[config.mk]
export PLATFORM = sky130hd
export DESIGN_NAME = opaddr_unit
export DESIGN_NICKNAME = d
export VERILOG_FILES = /design/src/rtl/opaddr_pkg.sv /design/src/rtl/opaddr_ea.sv /design/src/rtl/opaddr_fsm.sv /design/src/rtl/opaddr_acc.sv /design/src/rtl/opaddr_unit.sv
export SDC_FILE = /design/constraint.sdc
export NUM_CORES = 1
export LEC_CHECK = 0
export BUFFER_PORTS_ARGS = -buffer_cell sky130_fd_sc_hd__buf_2
export CAP_MARGIN = 40
export CORE_MARGIN = 2
export CORE_UTILIZATION = 60
export CTS_BUF_LIST = sky130_fd_sc_hd__clkbuf_4
export DETAILED_ROUTE_END_ITERATION = 10
export GPL_ROUTABILITY_DRIVEN = 0
export PLACE_DENSITY = 0.88
export SKIP_CTS_REPAIR_TIMING = 1
export SLEW_MARGIN = 10
export SYNTH_ARGS = -nofsm -noshare
export SYNTH_HDL_FRONTEND = slang
export SYNTH_HIERARCHICAL = 1
export SYNTH_SLANG_ARGS = --single-unit
export TNS_END_PERCENT = 100
[constraint.sdc]
create_clock -name clk -period 6.5 [get_ports clk]
set_input_delay 0.325 -clock clk [delete_from_list [all_inputs] [get_ports clk]]
set_output_delay 0.325 -clock clk [all_outputs]
set_load 0.005 [all_outputs]
[src/rtl/opaddr_pkg.sv]
package opaddr_pkg;
   typedef enum logic [2:0] {
      AM_IMM  = 3'd0,
      AM_DIR  = 3'd1,
      AM_IND  = 3'd2,
      AM_REG  = 3'd3,
      AM_RIND = 3'd4,
      AM_DISP = 3'd5,
      AM_REL  = 3'd6,
      AM_NOP  = 3'd7
   } amode_e;

   typedef enum logic [2:0] {
      ST_IDLE = 3'd0,
      ST_EVAL = 3'd1,
      ST_RD1  = 3'd2,
      ST_RD2  = 3'd3,
      ST_FIN  = 3'd4
   } step_e;
endpackage

[src/rtl/opaddr_ea.sv]
module opaddr_ea
   import opaddr_pkg::*;
#(
   parameter int DATA_W     = 16,
   parameter int ADDR_W     = 8,
   parameter bit IMM_SIGNED = 1'b0
) (
   input  amode_e              mode,
   input  logic [ADDR_W-1:0]   afield,
   input  logic [DATA_W-1:0]   rval,
   input  logic [ADDR_W-1:0]   pc,
   output logic [ADDR_W-1:0]   ea,
   output logic [DATA_W-1:0]   inline_opnd
);
   localparam int EXT_W = DATA_W - ADDR_W;

   logic [DATA_W-1:0] imm_ext;
   logic [ADDR_W-1:0] rlow;

   assign rlow = rval[ADDR_W-1:0];

   generate
      if (IMM_SIGNED) begin : g_imm_sx
         assign imm_ext = {{EXT_W{afield[ADDR_W-1]}}, afield};
      end else begin : g_imm_zx
         assign imm_ext = {{EXT_W{1'b0}}, afield};
      end
   endgenerate

   always_comb begin
      case (mode)
         AM_RIND: ea = rlow;
         AM_DISP: ea = afield + rlow;
         AM_REL:  ea = afield + pc;
         default: ea = afield;
      endcase
   end

   assign inline_opnd = (mode == AM_REG) ? rval : imm_ext;
endmodule

[src/rtl/opaddr_fsm.sv]
module opaddr_fsm
   import opaddr_pkg::*;
(
   input  logic   clk,
   input  logic   rst_n,
   input  logic   start,
   input  amode_e mode_q,
   output logic   take,
   output logic   acc_we,
   output logic   acc_from_mem,
   output logic   rd_en,
   output logic   rd_chain,
   output logic   busy,
   output logic   done
);
   step_e st, st_nx;

   always_ff @(posedge clk) begin
      if (!rst_n) st <= ST_IDLE;
      else        st <= st_nx;
   end

   always_comb begin
      st_nx        = st;
      take         = 1'b0;
      acc_we       = 1'b0;
      acc_from_mem = 1'b0;
      rd_en        = 1'b0;
      rd_chain     = 1'b0;
      done         = 1'b0;
      case (st)
         ST_IDLE: begin
            if (start) begin
               take  = 1'b1;
               st_nx = ST_EVAL;
            end
         end
         ST_EVAL: begin
            case (mode_q)
               AM_IMM, AM_REG: begin
                  acc_we = 1'b1;
                  st_nx  = ST_FIN;
               end
               AM_NOP: st_nx = ST_FIN;
               default: begin
                  rd_en = 1'b1;
                  st_nx = ST_RD1;
               end
            endcase
         end
         ST_RD1: begin
            if (mode_q == AM_IND) begin
               rd_en    = 1'b1;
               rd_chain = 1'b1;
               st_nx    = ST_RD2;
            end else begin
               acc_we       = 1'b1;
               acc_from_mem = 1'b1;
               st_nx        = ST_FIN;
            end
         end
         ST_RD2: begin
            acc_we       = 1'b1;
            acc_from_mem = 1'b1;
            st_nx        = ST_FIN;
         end
         ST_FIN: begin
            done  = 1'b1;
            st_nx = ST_IDLE;
         end
         default: st_nx = ST_IDLE;
      endcase
   end

   assign busy = (st != ST_IDLE);
endmodule

[src/rtl/opaddr_acc.sv]
module opaddr_acc #(
   parameter int DATA_W = 16
) (
   input  logic              clk,
   input  logic              rst_n,
   input  logic              we,
   input  logic [DATA_W-1:0] opnd,
   output logic [DATA_W-1:0] acc
);
   always_ff @(posedge clk) begin
      if (!rst_n)  acc <= '0;
      else if (we) acc <= acc + opnd;
   end
endmodule

[src/rtl/opaddr_unit.sv]
module opaddr_unit
   import opaddr_pkg::*;
#(
   parameter int DATA_W     = 16,
   parameter int ADDR_W     = 8,
   parameter int REG_AW     = 3,
   parameter bit IMM_SIGNED = 1'b0
) (
   input  logic              clk,
   input  logic              rst_n,
   input  logic              start,
   input  logic [2:0]        mode,
   input  logic [ADDR_W-1:0] afield,
   input  logic [REG_AW-1:0] reg_sel,
   input  logic [ADDR_W-1:0] pc,
   output logic [REG_AW-1:0] rf_rd_addr,
   input  logic [DATA_W-1:0] rf_rd_data,
   output logic              mem_rd_en,
   output logic [ADDR_W-1:0] mem_rd_addr,
   input  logic [DATA_W-1:0] mem_rd_data,
   output logic              busy,
   output logic              done,
   output logic [DATA_W-1:0] acc
);
   initial begin
      assert (ADDR_W >= 2 && ADDR_W < DATA_W)
         else $error("ADDR_W must be at least 2 and below DATA_W");
      assert (REG_AW >= 1 && REG_AW <= 8)
         else $error("REG_AW out of range");
   end

   amode_e            mode_q;
   logic [ADDR_W-1:0] afield_q, pc_q;
   logic [REG_AW-1:0] rsel_q;
   logic              take, acc_we, acc_from_mem, rd_chain;
   logic [ADDR_W-1:0] ea;
   logic [DATA_W-1:0] inline_opnd, opnd;

   always_ff @(posedge clk) begin
      if (!rst_n) begin
         mode_q   <= AM_NOP;
         afield_q <= '0;
         pc_q     <= '0;
         rsel_q   <= '0;
      end else if (take) begin
         mode_q   <= amode_e'(mode);
         afield_q <= afield;
         pc_q     <= pc;
         rsel_q   <= reg_sel;
      end
   end

   assign rf_rd_addr = rsel_q;

   opaddr_ea #(
      .DATA_W(DATA_W), .ADDR_W(ADDR_W), .IMM_SIGNED(IMM_SIGNED)
   ) u_ea (
      .mode(mode_q), .afield(afield_q), .rval(rf_rd_data), .pc(pc_q),
      .ea(ea), .inline_opnd(inline_opnd)
   );

   opaddr_fsm u_fsm (
      .clk(clk), .rst_n(rst_n), .start(start), .mode_q(mode_q),
      .take(take), .acc_we(acc_we), .acc_from_mem(acc_from_mem),
      .rd_en(mem_rd_en), .rd_chain(rd_chain), .busy(busy), .done(done)
   );

   assign mem_rd_addr = rd_chain ? mem_rd_data[ADDR_W-1:0] : ea;
   assign opnd        = acc_from_mem ? mem_rd_data : inline_opnd;

   opaddr_acc #(.DATA_W(DATA_W)) u_acc (
      .clk(clk), .rst_n(rst_n), .we(acc_we), .opnd(opnd), .acc(acc)
   );
endmodule

Word level (Yosys, flattened, before mapping). Cells that the tools add are included.

Reduce and logical (&&, ||, !) cells: 5. Equal/unequal tests: 11. Add/sub/neg operators: 3. Muxes and demuxes: 19.

Operators by type and width (number): 2-to-1 mux 16 bit (2); case mux 8 bit (3 select lines) (1); adder 16 bit (1); adder 8 bit (2); equality test 3 bit, second input constant (5); equality test 3 x 2 -> 1 bit, second input constant (4); case mux 3 bit (4 select lines) (1); 2-to-1 mux 3 bit (3); 2-to-1 mux 1 bit (8); 2-to-1 mux 8 bit (1); zero test 3 bit (2); case mux 1 bit (2 select lines) (2); equality test 3 x 1 -> 1 bit, second input constant (1); case mux 1 bit (3 select lines) (1); nonzero test 3 bit (1); OR reduction 3 bit (1); inequality test 2 bit, second input constant (1); OR reduction 2 bit (1).

Flip-flop bits (word level): 41. Output and inout bits: 30. Word-level logic and storage cells: 44.

Logic depth before layout (Yosys ltp). Gate-level depths: netlist of the first run.

Depth in word-level cells: 5. Depth in mapped cells: 13. Mapped depth without buffers: 12.

Modules after synthesis. Netlist of the first run, hierarchy kept.

Modules (own cells, without submodules): opaddr_acc (seq. area each 320.3 sq um, area each 1338.8 sq um, times used 1, cells an instance 153); opaddr_unit (seq. area each 440.4 sq um, area each 1179.9 sq um, times used 1, cells an instance 98); opaddr_ea (seq. area each 0.0 sq um, area each 869.6 sq um, times used 1, cells an instance 118); opaddr_fsm (seq. area each 60.1 sq um, area each 239.0 sq um, times used 1, cells an instance 30).

Least setup slack after synthesis of the first run. No wires, ideal clock.

Kind: flip-flop to flip-flop. Start: register mode_q[0]. End: register u_acc.acc[12]. Path slack: 3051 ps. Buffers on the path: 0. Data required time: 6421 ps. Arrival: 3371 ps. Stages on the path, launching flop included: 13. Path through: dfxtp_1 > nand2_1 > nor2_1 > mux2_2 > mux2_2 > ha_1 > fa_1 > a21o_2 > a311oi_2 > o21ai_2 > a221oi_2 > nand4_1 > o211ai_1.

Elaborated cells on any way between the ends: 11.

RTL lines: from (decl) (RTL line opaddr_unit.sv:32) `amode_e mode_q;`; from (signal assigned) (RTL line opaddr_unit.sv:46) `mode_q <= amode_e'(mode);`; equality test 3 x 2 -> 1 bit (RTL line opaddr_ea.sv:39) `assign inline_opnd = (mode == AM_REG) ? rval : imm_ext;`; 2-to-1 mux 16 bit (RTL line opaddr_ea.sv:39); named net inline_opnd[0] (RTL line opaddr_unit.sv:37) `logic [DATA_W-1:0] inline_opnd, opnd;`; 2-to-1 mux 16 bit (RTL line opaddr_unit.sv:69) `assign opnd = acc_from_mem ? mem_rd_data : inline_opnd;`; named net opnd[0] (RTL line opaddr_unit.sv:37); adder 16 bit (RTL line opaddr_acc.sv:12) `else if (we) acc <= acc + opnd;`; to (signal assigned) (RTL line opaddr_acc.sv:12); to (decl) (RTL line opaddr_acc.sv:8) `output logic [DATA_W-1:0] acc`.

The timed path passes the listed nets, and every way through them passes these cells. A chain may end at the register's enable or synchronous reset.

Worst setup path after layout of the first run.
Start: register mode_q[1]. End: output port mem_rd_addr[4].

Elaborated cells on any way between the ends: 8.

RTL lines: equality test 3 bit (RTL line opaddr_ea.sv:31) `case (mode)`; case mux 8 bit (3 select lines) (*) (RTL line opaddr_ea.sv:31); named net ea[4] (RTL line opaddr_unit.sv:36) `logic [ADDR_W-1:0] ea;`; 2-to-1 mux 8 bit (*) (RTL line opaddr_unit.sv:68) `assign mem_rd_addr = rd_chain ? mem_rd_data[ADDR_W-1:0] : ea;`; to (decl) (RTL line opaddr_unit.sv:19) `output logic [ADDR_W-1:0] mem_rd_addr,`.

The timed path passes the listed nets; every way through them passes the cells marked *.

==> metrics.cfg, run 1 <==
[outcome]
status=finished clean

[synthesis]
seq_area_frac_synth=0.226
synth_area_leader_cell=dfxtp_1
synth_most_common_cell=dfxtp_1
syn_nets=481
synth_edf_count=0
yosys-top-cells-count=dfxtp_1, mux2i_1, mux2_2, nor2b_1
syn_avg_cell_area_um2=9.09
ys.warnings.count=6
synth.distinct_cells=65
synthesis.area_um2=3630
netlist.area_leader.share=0.226
postSynth.asyncResetShare=0
synthCells=399
synth_seq_cells=41
synth_top_cells_by_area=dfxtp_1, mux2_2, mux2i_1
synth_flop_cell=dfxtp_1

[floorplan]
io_pins=87
start_util=0.616
die_w_um=81.8
num_rows=28
core-area_um2=5890
chipHeight_um=81.8
dieArea_um2=6680

[global_routing]
grt_pass1_vias=3058
grt_pass1_wl_um=14200
grt_overflow_total=0
grt_max_degree=49
antenna_found_initial=0
grt_util_all_layers=0.271

[setup_path]
start_kind=flip-flop
path_max_fanout=19
worstPathArrival_ps=4210
critical_path.endpoint_type=output pin
cp_data_required_time_ps=6170
setup.worst_path.class=flip-flop to output pin

[layout]
diodes=0
drive_above_1_share=0.326
area_growth_pct=13.9
fin_nets=556

[cts]
cts_tree=built
clk_pin_slew_ps=130
clockBufferDepth=2
h-tree-depth=2
insertion_delay_ps=360
cts_buffers=5
clock-sinks=41
cts-root-buf=clkbuf_4

[placed_design]
preCtsSetupSlack_ps=2560
place_hpwl_um=6780
portBuffers=86

[drt]
wl_met1_um=3980
wl_met3_um=760
drt-total-wl_um=8900
drt_iter0_drc=302
top_layer=met4
wl_met2_um=3950
wl_per_cell_um=16.2
drt_pass1_iterations=5
vias=3329
final_antenna_net_count=0
viasPerCell=6.05
drc_errors=0

[pwr]
leakagePower_nw=1.90
power_density_nw_per_um2=168
ir_drop_mv=0.119

[sta]
finalCritPeriodShare=0.697
max_clock_freq_ghz=0.221
maxSlewHeadroom=0.496
rsz0062_at_grt=no
fin_hold_ws_ps=191
post-route-min-period_ps=4530
setup_viol=0
timing.setup.tns_ps=0
timing.clock.skew_ps=20.9
slew_violations=0
fin_ws_ps=1970
hold_violations=0
worst_pin_slew_ps=755

[min_path]
worstHoldPathType=input port to flip-flop

[job]
maxCapViolCount=0

critical path, stage by stage (launching register included):
cell and delay (ps):
dfxtp_1 710, nand3b_1 540, mux2_2 380, ha_1 160, inv_1 50, fa_1 410, nor2b_1 120, o21ai_0 100
a21boi_0 440, nor2_1 140, a211oi_1 280, a211oi_1 100, mux2_2 300, buf_2 120
final cells by class:
type / count / area, um2
inverter: 11 / 41.3
clock inverter: 3 / 46.3
timing repair buffer: 90 / 460
sequential: 41 / 821
multi-input combinational: 325 / 2630
tap: 75 / 93.8
clock buffer: 5 / 37.5
fill: 455 / 1760
cell usage in the layout (no fill, tap or decap), types with 4 or more instances in the layout:
cell       n
inv_1     10
a21o_1     6
mux2_2    31
o21ai_0   11
a211oi_1   5
nand2b_1   4
and3_1     6
nor2_1     9
clkbuf_4   5
nand2_1   23
dfxtp_1   41
xnor2_1    7
and2_1     9
mux2i_1   32
a31oi_1    5
xor2_1     9
nand4_1    5
nand3b_1   9
buf_4      4
nor2b_1   30
o22ai_1   10
mux2_4    10
buf_2     86
o21a_1     7
ha_1      23
a21oi_1   21
nand3_1    4
per-layer routing:
metal,GRT usage,vias up
met1,0.371,1511
met4,0.0933,0
met3,0.0484,24
met5,0,-
li1,-,1614
met2,0.430,180
state kept, by name, indices dropped and copies added (netlist names):
register,flops
pc_q,8
mode_q,3
u_fsm/st,3
u_acc/acc,16
rf_rd_addr,3
afield_q,8
where the power goes:
part | internal (W) | switching [W] | total, W
registers | 0.000265 | 0.0000213 | 0.000286
clock network | 0.0000815 | 0.0000924 | 0.000174
logic | 0.000121 | 0.000114 | 0.000235
total | 0.000467 | 0.000227 | 0.000695
logic make-up (layout without fill, tap and decap cells):
group                      Yosys count  after routing  share of synthesized area
muxes                               73             73                      0.226
adders and majority gates           25             25                     0.0904
and+or+nand+nor                    119            119                      0.193
AOI/OAI and AO/OA                   92             92                      0.174
DFF                                 41             41                      0.226
xor gates and xnor gates            16             16                     0.0386
buffers and inverters               33            109                     0.0517
final timing paths:
path	startpoint	slack, ps	endpoint	cells past startpoint
max	mode_q[1]	1970	mem_rd_addr[4]	13
min	mode[2]	190	mode_q[2]	3
max reg2reg	mode_q[0]	2460	u_acc/acc[12]	13
min reg2reg	u_acc/acc[15]	500	u_acc/acc[15]	2
stage by stage:
step / cells / utilization / cell area (um2) / total power, W
final: 550 / 0.702 / 4130 / 0.000695
after global routing: 550 / 0.702 / 4130 / 0.000731
after CTS: 550 / 0.702 / 4130 / 0.000696
after detailed placement: 542 / 0.688 / 4050 / 0.000521
after global placement: 542 / 0.688 / 4050 / 0.000513
after floorplan: 399 / - / 3630 / 0.000458
No activity file was read; power rests on OpenSTA's default activity.
==> run 2: changes to the inputs <==
- CORE_UTILIZATION: 60 -> 56
- PLACE_DENSITY: 0.88 -> 0.83
- clock period: 6.5 -> 4.6 ns (I/O delays scaled with it)
==> run 2 against run 1 <==
Compared with the run above: sequential power is 40% higher; clock power about the same; count of clock-buffer cells in the layout unchanged; final area decreased by 0.39%; clock skew fell by 5.9 ps; critical endpoint unchanged; largest cell class unchanged.
==> metrics.cfg, run 2 (synthesis gave the netlist of run 1 again) <==
[global_routing]
grt_util_all_layers=0.250
antenna_found_initial=0
grt_pass1_wl_um=14700
grt_max_degree=49
grt_pass1_vias=3065
grt_overflow_total=0

[layout]
drive_above_1_share=0.325
final_core_util=0.652
area_growth_pct=13.4
fin_nets=558
final_cell_mix=buf_2, dfxtp_1, mux2i_1
layout_commonest_cell=buf_2
nFillCells=569
regMostFlops=u_acc/acc
top_regs=u_acc/acc: 16 flops, afield_q: 8 flops, pc_q: 8 flops
largest_register_ffs=16
diodes=0

[setup_path]
path_max_fanout=22
setup.worst_path.class=flip-flop to output pin
worstPathArrival_ps=4020
critical_path.endpoint_type=output pin
cp_data_required_time_ps=4370
start_kind=flip-flop

[sta]
slew_violations=0
hold_violations=0
finalCritPeriodShare=0.923
max_clock_freq_ghz=0.235
rsz0062_at_grt=no
maxSlewHeadroom=0.506
worst_pin_slew_ps=739
setup_viol=0
timing.clock.skew_ps=15.0
post-route-min-period_ps=4250
timing.setup.tns_ps=0

[cts]
clockBufferDepth=2
cts-root-buf=clkbuf_4
cts_buffers=5
h-tree-depth=2
insertion_delay_ps=350
cts_tree=built
clk_pin_slew_ps=120
clock-sinks=41

[drt]
wl_met1_um=4100
drc_errors=0
wl_met3_um=721
final_antenna_net_count=0
drt_iter0_drc=293
drt_pass1_iterations=5
vias=3351
top_layer=met4
drt-total-wl_um=9050
wl_met2_um=4090
wl_per_cell_um=16.3
viasPerCell=6.05

[floorplan]
num_rows=29
die_w_um=84.5
start_util=0.575
chipHeight_um=84.5
core-area_um2=6310
io_pins=87
dieArea_um2=7140

[placed_design]
portBuffers=86
place_hpwl_um=6860

[pwr]
p_seq_frac=0.439
p_sw_frac=0.339
p_clk_frac=0.190
ir_drop_mv=0.178
leakagePower_nw=1.90
power_switching_w=0.000309
internal_power_w=0.000602
p_comb_frac=0.371
power_density_nw_per_um2=222

[job]
maxCapViolCount=0

[outcome]
status=finished clean

[min_path]
worstHoldPathType=input port to flip-flop

[run 2: changes by cell type in the layout (fill, tap and decap cells not counted), sizes merged]
| cell | previous run | this run |
|---|---|---|
| buf | 90 | 92 |
| clkinv | 2 | 4 |
| bufinv | 1 | 0 |
| clkinvlp | 1 | 0 |
[run 2: worst max-delay path: stages, from the launching register on]
cell and delay [ps]:
dfxtp_1 820, nand3b_1 490, mux2_2 260, ha_1 160, inv_1 60, fa_1 390, nor2b_1 120, o21ai_0 90
a21boi_0 400, nor2_1 140, a211oi_1 250, a211oi_1 90, mux2_2 270, buf_2 120
[run 2: final timing paths]
kind,slack (ps),to,from,depth (start not counted)
max,350,mem_rd_addr[4],mode_q[0],13
min,90,mode_q[2],mode[2],3
max reg2reg,710,u_acc/acc[12],mode_q[0],11
min reg2reg,480,u_acc/acc[15],u_acc/acc[15],2
[run 2: metal layers]
layer  up-vias  GRT usage
met5         -          0
met4         0     0.0808
met3        14     0.0334
met2       164      0.392
met1      1549      0.357
li1       1624          -
[run 2: layout make-up]
cell class,count,area (um2),share of cell area
Tap cell,77,96.3,0.0234
Inverter,11,41.3,0.0100
Sequential cell,41,821,0.200
Multi-Input combinational cell,325,2630,0.639
Clock inverter,3,12.5,0.00304
Timing Repair Buffer,92,475,0.116
Clock buffer,5,37.5,0.00912
[run 2: metrics by stage]
step                      total power (W)  hold WS (ps)  std cells  worst slack [ps]  instance area [um2]
after floorplan                  0.000647           358        399              1150                 3630
after global placement           0.000727           453        546               875                 4060
after detailed placement         0.000739           452        546               728                 4060
after CTS                        0.000912          79.1        554               380                 4110
after global routing             0.000963           110        554              65.8                 4110
final                            0.000912          94.9        554               353                 4110
[run 2: power by group through the flow]
| stage | Combinational, W | Sequential (W) | Clock [W] |
|---|---|---|---|
| final | 0.000339 | 0.000400 | 0.000173 |
| after global routing | 0.000369 | 0.000402 | 0.000192 |
| after CTS | 0.000335 | 0.000399 | 0.000179 |
| after detailed placement | 0.000332 | 0.000407 | 0 |
| after global placement | 0.000322 | 0.000406 | 0 |
| after floorplan | 0.000249 | 0.000398 | 0 |
==> run 3: changes to the inputs <==
- BUFFER_PORTS_ARGS: -buffer_cell sky130_fd_sc_hd__buf_2 -> not set
- CORE_UTILIZATION: 56 -> 60
- DONT_BUFFER_PORTS: not set -> 1
- HOLD_SLACK_MARGIN: not set -> 0.02
- PLACE_DENSITY: 0.83 -> 0.76
- clock period: 4.6 -> 5.2 ns (I/O delays scaled with it)
==> run 3 against run 2 <==
Compared with the run above: final area fell by 8.5%; flip-flop and latch count unchanged; register-to-register slack gained 640 ps; clock skew about the same; via count down 6.4%; hold slack lost 78 ps; non-clock buffer count fell by 81; first-iteration DRC count is 29% lower; critical path type unchanged; largest power group unchanged.
==> metrics.cfg, run 3 (synthesis gave the netlist of run 1 again) <==
[pwr]
power_density_nw_per_um2=221
p_sw_frac=0.327
internal_power_w=0.000560
ir_drop_mv=0.105
p_comb_frac=0.313
p_clk_frac=0.260
p_seq_frac=0.428
totalPowerFinal_w=0.000833
power_switching_w=0.000272
leakagePower_nw=1.55

[placed_design]
place_hpwl_um=6480
placed_cells=457
portBuffers=0

[floorplan]
chipHeight_um=81.8
dieArea_um2=6680
num_rows=28
core-area_um2=5890
start_util=0.616
io_pins=87
die_w_um=81.8

[cts]
h-tree-depth=2
cts-root-buf=clkbuf_4
clock-sinks=41
clk_pin_slew_ps=140
insertion_delay_ps=370
cts_buffers=5
cts_tree=built
clockBufferDepth=2

[layout]
drive_above_1_share=0.174
layout_commonest_cell=dfxtp_1
final_cell_count_no_fill=472
final_cell_mix=dfxtp_1, mux2i_1, mux2_2
largest_register_ffs=16
area_growth_pct=3.79
regMostFlops=u_acc/acc
fin_nets=477
top_regs=u_acc/acc: 16 flops, afield_q: 8 flops, pc_q: 8 flops

[global_routing]
grt_pass1_wl_um=13600
grt_overflow_total=0
grt_max_degree=49
grt_pass1_vias=2802
grt_util_all_layers=0.266
antenna_found_initial=0

[sta]
slew_violations=0
rsz0062_at_grt=no
maxSlewHeadroom=0.513
setup_viol=0
post-route-min-period_ps=4370
max_clock_freq_ghz=0.229
fin_hold_ws_ps=17.1
finalCritPeriodShare=0.840
timing.clock.skew_ps=14.7
worst_pin_slew_ps=729
timing.setup.tns_ps=0
hold_violations=0

[drt]
drt_iter0_drc=207
final_antenna_net_count=0
drc_errors=0
wl_per_cell_um=19.5
drt_pass1_iterations=5
drt-total-wl_um=9200
vias=3136
viasPerCell=6.64

[setup_path]
path_max_fanout=19
path_buf_inv=1
r2r_setup_slack_ps=1350
start_kind=flip-flop
cp_data_required_time_ps=4940
cp.depth=12
critical_path.endpoint_type=output pin
setup.worst_path.class=flip-flop to output pin
slowest_delay_ps=740
crit_path_top_delay_cell=dfxtp_1
reg2reg_depth=11
path_delay_family=compound AO/OA/AOI/OAI gates
crit_chain=nand3b_1 -> mux2_2 -> ha_1 -> inv_1 -> fa_1 -> nor2b_1 -> o21ai_0 -> a21boi_0 -> nor2_1 -> a211oi_1 -> a211oi_1 -> mux2_2
worstPathArrival_ps=4110

[min_path]
worstHoldPathType=input port to flip-flop
worst_hold_path.num_cells=1

[outcome]
status=finished clean

[job]
maxCapViolCount=0

==> run 3: layout make-up <==
class / instances / area (um2)
clock inverter: 3 / 41.3
tap: 75 / 93.8
antenna: 1 / 2.50
inverter: 11 / 41.3
clock buffer: 5 / 37.5
fill: 502 / 2120
sequential: 41 / 821
timing repair buffer: 11 / 97.6
multi-input combinational: 325 / 2630
==> run 3: per-stage QoR <==
step / setup slack (ps) / utilization / cell area [um2]
floorplan: 1750 / - / 3630
global placement: 1490 / 0.616 / 3620
detailed placement: 1400 / 0.616 / 3620
CTS: 947 / 0.629 / 3700
global route: 632 / 0.639 / 3760
finish: 832 / 0.640 / 3760
==> run 3: layer usage <==
layer / global-route usage / part of all wire / vias up
met2: 0.412 / 0.45 / 188
met1: 0.354 / 0.42 / 1449
li1: - / - / 1470
met5: 0 / 0 / -
met3: 0.0637 / 0.097 / 29
met4: 0.110 / 0.032 / 0
==> run 3: power groups by stage <==
stage | Combinational [W] | Sequential [W] | Clock, W
finish | 0.000260 | 0.000356 | 0.000216
floorplan | 0.000220 | 0.000352 | 0
detailed placement | 0.000247 | 0.000362 | 0
global placement | 0.000240 | 0.000361 | 0
CTS | 0.000248 | 0.000355 | 0.000219
global route | 0.000282 | 0.000359 | 0.000236
==> run 3: worst paths after layout <==
path                 start              to
max              mode_q[1]  mem_rd_addr[4]
max reg2reg      mode_q[0]   u_acc/acc[15]
min reg2reg  u_acc/acc[15]   u_acc/acc[15]
min                  rst_n     afield_q[2]
==> run 3: worst register-to-register path: stages (launching register included) <==
cell and delay (ps):
dfxtp_1 820, nor4b_2 190, nor3b_2 420, buf_4 350
mux2_4 330, ha_1 360, a21o_1 240, a31oi_1 280
a21oi_2 160, or3_1 400, nand3_2 90, mux2i_1 170
